**src/rtl/upif_pkg.sv**
```systemverilog
package upif_pkg;

  typedef enum logic [1:0] {
    ST_IDLE = 2'd0,
    ST_WAIT = 2'd1,
    ST_ACK  = 2'd2
  } upif_state_e;

  // Returns {go, is_read} from synchronised strobe levels.
  function automatic logic [1:0] req_decode(input logic moto, input logic cs_n,
                                            input logic a_n, input logic b);
    logic go;
    logic rd;
    if (moto) begin
      go = !cs_n && !a_n;
      rd = b;
    end else begin
      go = !cs_n && (a_n ^ b);
      rd = !a_n;
    end
    return {go, rd};
  endfunction

  // True while the strobe that opened the cycle is still held.
  function automatic logic strobe_held(input logic moto, input logic cs_n,
                                       input logic a_n, input logic b,
                                       input logic is_rd);
    if (moto) return !cs_n && !a_n;
    return !cs_n && (is_rd ? !a_n : !b);
  endfunction

  function automatic logic any_irq(input logic [7:0] pend, input logic [7:0] en);
    return |(pend & en);
  endfunction

endpackage

```
**src/rtl/upif_sync.sv**
```systemverilog
module upif_sync #(
  parameter int W = 4,
  parameter logic [W-1:0] RST_VAL = '0
) (
  input  logic         clk,
  input  logic         rst_n,
  input  logic [W-1:0] async_in,
  output logic [W-1:0] sync_out
);
  logic [W-1:0] stage1;
  logic [W-1:0] stage2;

  always_ff @(posedge clk or negedge rst_n) begin
    if (!rst_n) begin
      stage1 <= RST_VAL;
      stage2 <= RST_VAL;
    end else begin
      stage1 <= async_in;
      stage2 <= stage1;
    end
  end

  assign sync_out = stage2;
endmodule

```
**src/rtl/upif_addr_latch.sv**
```systemverilog
module upif_addr_latch #(
  parameter int AW = 9
) (
  input  logic          clk,
  input  logic          rst_n,
  input  logic          ale_s,
  input  logic [AW-1:0] addr_in,
  output logic [AW-1:0] addr_q,
  output logic          latch_ev
);
  logic ale_prev;

  assign latch_ev = ale_prev && !ale_s;

  always_ff @(posedge clk or negedge rst_n) begin
    if (!rst_n) begin
      ale_prev <= 1'b0;
      addr_q   <= '0;
    end else begin
      ale_prev <= ale_s;
      if (latch_ev) addr_q <= addr_in;
    end
  end
endmodule

```
**src/rtl/upif_fsm.sv**
```systemverilog
module upif_fsm
  import upif_pkg::*;
#(
  parameter int DW      = 8,
  parameter int ACK_DLY = 2
) (
  input  logic          clk,
  input  logic          rst_n,
  input  logic          mode_moto,
  input  logic          cs_sn,
  input  logic          stra_sn,
  input  logic          strb_s,
  input  logic [DW-1:0] data_in,
  input  logic [DW-1:0] reg_rdata,
  output logic [DW-1:0] data_out,
  output logic          data_oe,
  output logic          rdy_n,
  output logic [DW-1:0] reg_wdata,
  output logic          reg_we,
  output logic          reg_re,
  output logic          start_ev,
  output logic          release_ev
);
  localparam int CW = $clog2(ACK_DLY + 1);
  localparam logic [CW-1:0] CNT_LAST = CW'(ACK_DLY - 1);

  upif_state_e   st;
  logic [CW-1:0] cnt;
  logic          is_rd_q;
  logic [DW-1:0] rd_q;
  logic [DW-1:0] wd_q;
  logic [1:0]    req;
  logic          hold;

  assign req        = req_decode(mode_moto, cs_sn, stra_sn, strb_s);
  assign hold       = strobe_held(mode_moto, cs_sn, stra_sn, strb_s, is_rd_q);
  assign start_ev   = (st == ST_IDLE) && req[1];
  assign release_ev = (st == ST_ACK) && !hold;

  always_ff @(posedge clk or negedge rst_n) begin
    if (!rst_n) begin
      st      <= ST_IDLE;
      cnt     <= '0;
      is_rd_q <= 1'b0;
      rd_q    <= '0;
      wd_q    <= '0;
    end else begin
      case (st)
        ST_IDLE: begin
          if (req[1]) begin
            st      <= ST_WAIT;
            cnt     <= '0;
            is_rd_q <= req[0];
          end
        end
        ST_WAIT: begin
          if (cnt == '0 && is_rd_q) rd_q <= reg_rdata;
          if (cnt == CNT_LAST) begin
            st   <= ST_ACK;
            wd_q <= data_in;
          end else begin
            cnt <= cnt + 1'b1;
          end
        end
        ST_ACK: begin
          if (!hold) st <= ST_IDLE;
        end
        default: st <= ST_IDLE;
      endcase
    end
  end

  assign reg_re    = (st == ST_WAIT) && (cnt == '0) && is_rd_q;
  assign reg_we    = release_ev && !is_rd_q;
  assign reg_wdata = wd_q;
  assign data_oe   = (st == ST_ACK) && is_rd_q;
  assign data_out  = data_oe ? rd_q : '0;
  assign rdy_n     = !(st == ST_ACK);
endmodule

```
**src/rtl/upif_bridge.sv**
```systemverilog
module upif_bridge
  import upif_pkg::*;
#(
  parameter int AW      = 9,
  parameter int DW      = 8,
  parameter int NIRQ    = 8,
  parameter int ACK_DLY = 2
) (
  input  logic            clk,
  input  logic            rst_n,
  input  logic            mode_moto,
  input  logic            ale,
  input  logic [AW-1:0]   addr_in,
  input  logic            cs_n,
  input  logic            rd_ds_n,
  input  logic            wr_rw_n,
  input  logic [DW-1:0]   data_in,
  output logic [DW-1:0]   data_out,
  output logic            data_oe,
  output logic            rdy_n,
  input  logic [NIRQ-1:0] irq_pend,
  input  logic [NIRQ-1:0] irq_en,
  output logic            irq_pull_low,
  output logic [AW-1:0]   reg_addr,
  output logic [DW-1:0]   reg_wdata,
  output logic            reg_we,
  output logic            reg_re,
  input  logic [DW-1:0]   reg_rdata
);
  // Synchronised strobe vector: {ale, cs_n, rd_ds_n, wr_rw_n}
  localparam int NSTB = 4;
  localparam logic [NSTB-1:0] STB_RST = 4'b0111;

  logic [NSTB-1:0] stb_raw;
  logic [NSTB-1:0] stb_s;
  logic            latch_ev;
  logic            start_ev;
  logic            release_ev;
  logic [7:0]      pend8;
  logic [7:0]      en8;

  assign stb_raw = {ale, cs_n, rd_ds_n, wr_rw_n};

  upif_sync #(.W(NSTB), .RST_VAL(STB_RST)) u_sync (
    .clk(clk), .rst_n(rst_n), .async_in(stb_raw), .sync_out(stb_s)
  );

  upif_addr_latch #(.AW(AW)) u_alat (
    .clk(clk), .rst_n(rst_n), .ale_s(stb_s[3]), .addr_in(addr_in),
    .addr_q(reg_addr), .latch_ev(latch_ev)
  );

  upif_fsm #(.DW(DW), .ACK_DLY(ACK_DLY)) u_fsm (
    .clk(clk), .rst_n(rst_n), .mode_moto(mode_moto),
    .cs_sn(stb_s[2]), .stra_sn(stb_s[1]), .strb_s(stb_s[0]),
    .data_in(data_in), .reg_rdata(reg_rdata),
    .data_out(data_out), .data_oe(data_oe), .rdy_n(rdy_n),
    .reg_wdata(reg_wdata), .reg_we(reg_we), .reg_re(reg_re),
    .start_ev(start_ev), .release_ev(release_ev)
  );

  // Interrupt sources folded into 8-bit slices for the shared helper.
  generate
    if (NIRQ >= 8) begin : g_wide
      logic [NIRQ-1:0] masked;
      assign masked = irq_pend & irq_en;
      assign pend8  = {7'd0, |masked};
      assign en8    = 8'd1;
    end else begin : g_narrow
      assign pend8 = 8'(irq_pend);
      assign en8   = 8'(irq_en);
    end
  endgenerate

  assign irq_pull_low = any_irq(pend8, en8);
endmodule

```
**config.mk**
```make
export PLATFORM = sky130hd
export DESIGN_NAME = upif_bridge
export DESIGN_NICKNAME = d
export VERILOG_FILES = /design/src/rtl/upif_pkg.sv /design/src/rtl/upif_sync.sv /design/src/rtl/upif_addr_latch.sv /design/src/rtl/upif_fsm.sv /design/src/rtl/upif_bridge.sv
export SDC_FILE = /design/constraint.sdc
export NUM_CORES = 1
export LEC_CHECK = 0
export CORE_UTILIZATION = 40
export DETAILED_ROUTE_END_ITERATION = 10
export GPL_TIMING_DRIVEN = 1
export PLACE_DENSITY = 0.81
export SETUP_SLACK_MARGIN = 0.3
export SLEW_MARGIN = 0
export SYNTH_ARGS = -nofsm -noshare
export SYNTH_HDL_FRONTEND = slang
export SYNTH_HIERARCHICAL = 1
export SYNTH_SLANG_ARGS = --single-unit
```
**constraint.sdc**
```tcl
create_clock -name clk -period 1.55 [get_ports clk]
set_clock_uncertainty 0.05 [all_clocks]
set_input_delay 0.2325 -clock clk [delete_from_list [all_inputs] [get_ports clk]]
set_output_delay 0.2325 -clock clk [all_outputs]
set_load 0.02 [all_outputs]
```
### Word level (Yosys, flattened, before mapping)

Cells that the tools add are included.

| storage, ports and cells | value |
|---|---|
| output and inout bits | 30 |
| logic and storage cells | 59 |
| bits of input ports | 48 |
| bits in registers | 39 |

| cells by class | value |
|---|---|
| reductions and logical operators | 26 |
| equality and inequality tests | 7 |
| bitwise logic cells | 2 |
| mux-type cells | 14 |
| add/sub/neg operators | 1 |

Operator list:

| cell | number |
|---|---|
| logical AND 1 bit | 10 |
| two-way mux 2 bit | 5 |
| bitwise AND 8 bit | 1 |
| two-way mux 8 bit | 1 |
| OR reduction 8 bit | 1 |
| logical NOT 1 bit | 7 |
| two-way mux 1 bit | 6 |
| one-hot mux 2 bit (3 select lines) | 1 |
| AND reduction 2 bit | 3 |
| AND reduction 3 bit | 2 |
| equality test 2 x 1 -> 1 bit (second input constant) | 2 |
| logical NOT 2 bit | 2 |
| != test 2 x 1 -> 1 bit (second input constant) | 2 |
| != test 2 bit (second input constant) | 2 |
| one-hot mux 2 bit (2 select lines) | 1 |
| adder 2 x 1 -> 2 bit (second input constant) | 1 |
| equality test 2 bit (second input constant) | 1 |
| nonzero test 2 bit | 1 |
| bitwise XOR 1 bit | 1 |

### Longest topological paths before layout

| depth | value |
|---|---|
| depth after elaboration | 7 |
| mapped depth | 5 |
| depth with buffers taken out | 5 |

### By module

The synthesis kept the hierarchy.

By module, submodules not included:

| module | cells an instance | sequential area each (um^2) | area an instance (um^2) | times used |
|---|---|---|---|---|
| upif_fsm | 79 | 525.5 | 999.7 | 1 |
| upif_addr_latch | 21 | 250.2 | 419.2 | 1 |
| upif_sync | 8 | 207.7 | 207.7 | 1 |
| upif_bridge | 5 | 0.0 | 36.3 | 1 |

### Worst setup path before layout

OpenSTA, ideal clock, no wires.

| timing | value |
|---|---|
| path type | register to output |
| start point | reg u_sync.stage2[0] (netlist: u_sync/sync_out[0]) |
| end point | out reg_we |
| required time | 1267 ps |
| arrival | 1175 ps |
| setup slack | 92 ps |
| stages on the path, launching flop included | 4 |
| buffers on the path | 0 |
| cells stage by stage | dfstp_2 -> nor2b_1 -> a211oi_1 -> nor3_1 |

| on the way | value |
|---|---|
| cells in the longest elaborated chain, start to end | 7 |

RTL lines:

| item | RTL line | RTL |
|---|---|---|
| start: declaration | upif_sync.sv:11 | `logic [W-1:0] stage2;` |
| start signal: assignment | upif_sync.sv:19 | `stage2 <= stage1;` |
| logical NOT 1 bit | upif_pkg.sv:29 | `return !cs_n && (is_rd ? !a_n : !b);` |
| two-way mux 1 bit | upif_pkg.sv:29 |  |
| logical AND 1 bit | upif_pkg.sv:29 |  |
| two-way mux 1 bit | upif_pkg.sv:29 |  |
| logical NOT 1 bit | upif_fsm.sv:38 | `assign release_ev = (st == ST_ACK) && !hold;` |
| logical AND 1 bit | upif_fsm.sv:38 |  |
| logical AND 1 bit | upif_fsm.sv:74 | `assign reg_we = release_ev && !is_rd_q;` |
| end: declaration | upif_bridge.sv:26 | `output logic reg_we,` |

Every way passes these cells.

### Final worst setup path

| timing | value |
|---|---|
| start point | reg u_fsm.st[1] |
| end point | reg u_fsm.rd_q[1] |

| on the way | value |
|---|---|
| cells in the longest elaborated chain, start to end | 2 |

RTL lines:

| item | RTL line | RTL |
|---|---|---|
| start: declaration | upif_fsm.sv:27 | `upif_state_e st;` |
| start signal: assignment | upif_fsm.sv:42 | `st <= ST_IDLE;` |
| start signal: assignment | upif_fsm.sv:51 | `st <= ST_WAIT;` |
| start signal: assignment | upif_fsm.sv:59 | `st <= ST_ACK;` |
| equality test 2 x 1 -> 1 bit | upif_fsm.sv:48 | `case (st)` |
| AND reduction 2 bit (no source line) | - |  |
| end signal: assignment | upif_fsm.sv:57 | `if (cnt == '0 && is_rd_q) rd_q <= reg_rdata;` |
| end: declaration | upif_fsm.sv:30 | `logic [DW-1:0] rd_q;` |

Every way passes these cells.
A chain may end at the register's enable or synchronous reset.

==> report_table.html <==
<table>
<tr><th>Metric</th><th>Value</th></tr>
<tr><th colspan="2">Place</th></tr>
<tr><td>Instance area at placement</td><td>approximately 2600 sq um</td></tr>
<tr><td>Count of port buffers added during placement</td><td>77</td></tr>
<tr><td>HPWL Detailed</td><td>3.05 mm</td></tr>
<tr><td>Final weighted congestion in routability-driven placement</td><td>just under 0.7</td></tr>
<tr><th colspan="2">Finish</th></tr>
<tr><td># nets final</td><td>~270</td></tr>
<tr><td>Final Core Density</td><td>0.739</td></tr>
<tr><td># fillers</td><td>around 260</td></tr>
<tr><td>Number of diodes</td><td>0</td></tr>
<tr><td>Design area</td><td>between 2000 and 3000 sq um</td></tr>
<tr><td>Leading cell types in the layout, fill and taps excluded</td><td>dfrtp_1 (32), clkdlybuf4s50_1 (29), buf_6 (19), mux2_4 (19), buf_4 (16)</td></tr>
<tr><td>Layout cell share with drive strength beyond 1</td><td>0.568</td></tr>
<tr><td>Synth-to-layout area growth</td><td>78.1%</td></tr>
<tr><td>Commonest non-fill, non-tap cell in the layout</td><td>dfrtp_1</td></tr>
<tr><th colspan="2">Run status</th></tr>
<tr><td>Result of the run</td><td>finished with violations</td></tr>
<tr><td>Violated checks</td><td>negative setup slack</td></tr>
<tr><th colspan="2">Route</th></tr>
<tr><td>Number of detailed-routing iterations run before antenna repair</td><td>4</td></tr>
<tr><td>Total number of vias</td><td>between 1000 and 1500</td></tr>
<tr><td>Total wire length</td><td>around 4.4 mm</td></tr>
<tr><td>Final ANT Viol Nets</td><td>0</td></tr>
<tr><td>Post-detailed-route via-to-cell ratio</td><td>between 4 and 5</td></tr>
<tr><td>DRC marker count from the first detailed-route iteration</td><td>26</td></tr>
<tr><td>Total DRC errors in the routed layout</td><td>0</td></tr>
<tr><td>Routed WL per cell</td><td>16.3 um</td></tr>
<tr><th colspan="2">Power and ir drop</th></tr>
<tr><td>Pint</td><td>0.00301 W</td></tr>
<tr><td>Power Density</td><td>roughly 1500 nW/um^2</td></tr>
<tr><td>VDD IR-drop max</td><td>1.12 mV</td></tr>
<tr><td>Clock power frac</td><td>0.169</td></tr>
<tr><td>Sw Share</td><td>0.336</td></tr>
<tr><td>Gate power share</td><td>0.488</td></tr>
<tr><td>Switching power summed over all nets</td><td>~0.0015 W</td></tr>
<tr><td>P_leak</td><td>roughly 1.4 nW</td></tr>
<tr><td>Power share of the sequential group</td><td>0.343</td></tr>
<tr><th colspan="2">Global route</th></tr>
<tr><td>GRT Resource Usage Total</td><td>0.216</td></tr>
<tr><td>Wire length of the first global-routing pass</td><td>slightly below 7 mm</td></tr>
<tr><td>Initial antenna violation count</td><td>0</td></tr>
<tr><td>Remaining Overflow, GRT</td><td>0</td></tr>
<tr><td>Met3 demand-to-capacity share in global routing</td><td>0.0793</td></tr>
<tr><td>Most Used Layer, Global Route</td><td>met2</td></tr>
<tr><td>Met2 track utilization from global routing</td><td>0.394</td></tr>
<tr><td>M1 GR Usage</td><td>0.219</td></tr>
<tr><td>Number of global-route vias before repair</td><td>about 1400</td></tr>
<tr><td>Maximum number of pins on one net before global-route repair</td><td>22</td></tr>
<tr><th colspan="2">STA</th></tr>
<tr><td>Final count of hold timing violations</td><td>0</td></tr>
<tr><td>Crit path time final</td><td>around 1.6 ns</td></tr>
<tr><td>Final number of setup-violating endpoints</td><td>20</td></tr>
<tr><td>Post-route fraction of the period consumed by the critical path</td><td>1.03</td></tr>
<tr><td>Measured slew at the worst slew-check pin</td><td>about 0.47 ns</td></tr>
<tr><td>PnR worst setup slack</td><td>-0.0495 ns</td></tr>
<tr><td>Slew Limit Headroom</td><td>0.688</td></tr>
<tr><td>Fin. max-slew vios</td><td>0</td></tr>
<tr><td>RSZ-0062 raised after global routing</td><td>true</td></tr>
<tr><td>FMAX</td><td>625 MHz</td></tr>
<tr><th colspan="2">Floorplanning</th></tr>
<tr><td>Number of rows in the core area</td><td>23</td></tr>
<tr><td>Number of primary I/O pins</td><td>78</td></tr>
<tr><td>Area of the die</td><td>4410 sq um</td></tr>
<tr><td>Chip height</td><td>roughly 66 um</td></tr>
<tr><td>Starting utilization of the core area</td><td>0.415</td></tr>
<tr><td>Placeable Area</td><td>between 4000 and 5000 sq um</td></tr>
<tr><td>Die Span X</td><td>between 60 and 70 um</td></tr>
<tr><th colspan="2">Clock tree</th></tr>
<tr><td>CTS tree</td><td>built</td></tr>
<tr><td>Total CTS buffers</td><td>5</td></tr>
<tr><td>Buffer levels on the longest clock path</td><td>2</td></tr>
<tr><td>Sink count of the clock tree</td><td>39</td></tr>
<tr><td>Depth of the CTS H-tree</td><td>2</td></tr>
<tr><td>Clock root buffer</td><td>clkbuf_8</td></tr>
<tr><td>Clock latency reported for the late side of the worst-skew pair</td><td>just under 0.3 ns</td></tr>
<tr><td>Clock Pin Slew Worst Setup and Hold Paths</td><td>approximately 0.080 ns</td></tr>
<tr><th colspan="2">Flow run</th></tr>
<tr><td># Max-Cap Violations</td><td>0</td></tr>
<tr><th colspan="2">Critical path</th></tr>
<tr><td>Sort of element at the start of the critical path</td><td>flip-flop</td></tr>
<tr><td>Highest fanout seen on the critical path</td><td>8</td></tr>
<tr><td>Crit path arrival time</td><td>approximately 1.7 ns</td></tr>
<tr><td>Critical setup path kind</td><td>flip-flop to flip-flop</td></tr>
<tr><td>Worst path required time</td><td>1.68 ns</td></tr>
<tr><td>Capturing element type of the critical path</td><td>flip-flop</td></tr>
<tr><th colspan="2">Synthesis</th></tr>
<tr><td>Per-instance average area after synthesis</td><td>~15 sq um</td></tr>
<tr><td>Synthesis warning total</td><td>6</td></tr>
<tr><td>Syn nets</td><td>around 160</td></tr>
<tr><td>Cell count after synthesis</td><td>about 110</td></tr>
<tr><td>Netlist area before placement</td><td>roughly 1700 sq um</td></tr>
<tr><th colspan="2">Worst hold path</th></tr>
<tr><td>Hold/Removal Path Class</td><td>primary input to flip-flop</td></tr>
</table>
## sequential cells by signal (all words and copies together), names as in the netlist
name	flops
u_alat/addr_q	9
u_fsm/rd_q	8
u_fsm/reg_wdata	8
u_sync/stage1	4
u_sync/sync_out	4
u_fsm/cnt	2
u_fsm/st	2
u_alat/ale_prev	1
u_fsm/is_rd_q	1
## path summary, 6_finish.rpt
| path | endpoint | start | slack [ns] | cells past startpoint |
|---|---|---|---|---|
| worst max-delay path | u_fsm/rd_q[1]$_DFFE_PN0P_ | u_fsm/st[1]$_DFFE_PN0P_ | -0.05 | 6 |
| worst min-delay path | u_sync/stage1[1]$_DFF_PN1_ | rd_ds_n | 0.30 | 1 |
| worst max register to register | u_fsm/rd_q[1]$_DFFE_PN0P_ | u_fsm/st[1]$_DFFE_PN0P_ | -0.05 | 6 |
| worst min register to register | u_sync/sync_out[3]$_DFF_PN0_ | u_sync/stage1[3]$_DFF_PN0_ | 0.30 | 0 |
| max in group asynchronous | u_alat/ale_prev$_DFF_PN0_ | rst_n | 0.55 | 3 |
| min in group asynchronous | u_fsm/rd_q[7]$_DFFE_PN0P_ | rst_n | 0.37 | 2 |
## power by group through the flow
stage	combinational, W	clock (W)	sequential, W
2_1_floorplan	0.000749	0	0.00169
6_report	0.00221	0.000766	0.00155
4_1_cts	0.00196	0.000788	0.00153
3_5_place_dp	0.00174	0	0.00157
5_1_grt	0.00234	0.000830	0.00160
3_3_place_gp	0.00167	0	0.00154
## worst max-delay path, cell delays in order (launching register included)
cell,delay [ns]
dfrtp_1,0.41
buf_6,0.13
and2b_2,0.24
nand3_4,0.08
buf_4,0.14
buf_8,0.14
mux2_4,0.30
## through the flow
stage          hold WS (ns)  cells  setup TNS [ns]  power, W  setup WS, ns
2_1_floorplan        -0.113    112               0   0.00244         0.178
3_3_place_gp          0.144    255           -3.34   0.00321        -0.362
3_5_place_dp          0.168    255           -4.14   0.00331        -0.437
4_1_cts               0.288    268          -0.383   0.00428       -0.0534
5_1_grt               0.293    272           -2.16   0.00477        -0.120
6_report              0.296    272          -0.741   0.00453       -0.0495
## cell type report
cell class	instances	area (sq um)	area share
Tap cell	50	62.6	0.0212
Multi-Input combinational cell	65	813	0.275
Sequential cell	39	985	0.333
Clock buffer	7	96.3	0.0326
Inverter	5	18.8	0.00635
Clock inverter	1	7.51	0.00254
Timing Repair Buffer	105	972	0.329
## what timing repair did
item,CTS,global route
hold endpoints to repair,13,0
resized for setup,160,43
hold buffers,1,0
endpoints found under the setup margin,60,46
pin swaps,11,13
setup buffers,4,4
## routing by layer
| metal | wire [um] | up-vias |
|---|---|---|
| met5 | 0 | - |
| li1 | - | 618 |
| met2 | 2360 | 71 |
| met1 | 1640 | 643 |
| met4 | 53 | 0 |
| met3 | 379 | 6 |
(Power assumes the default switching activity.)
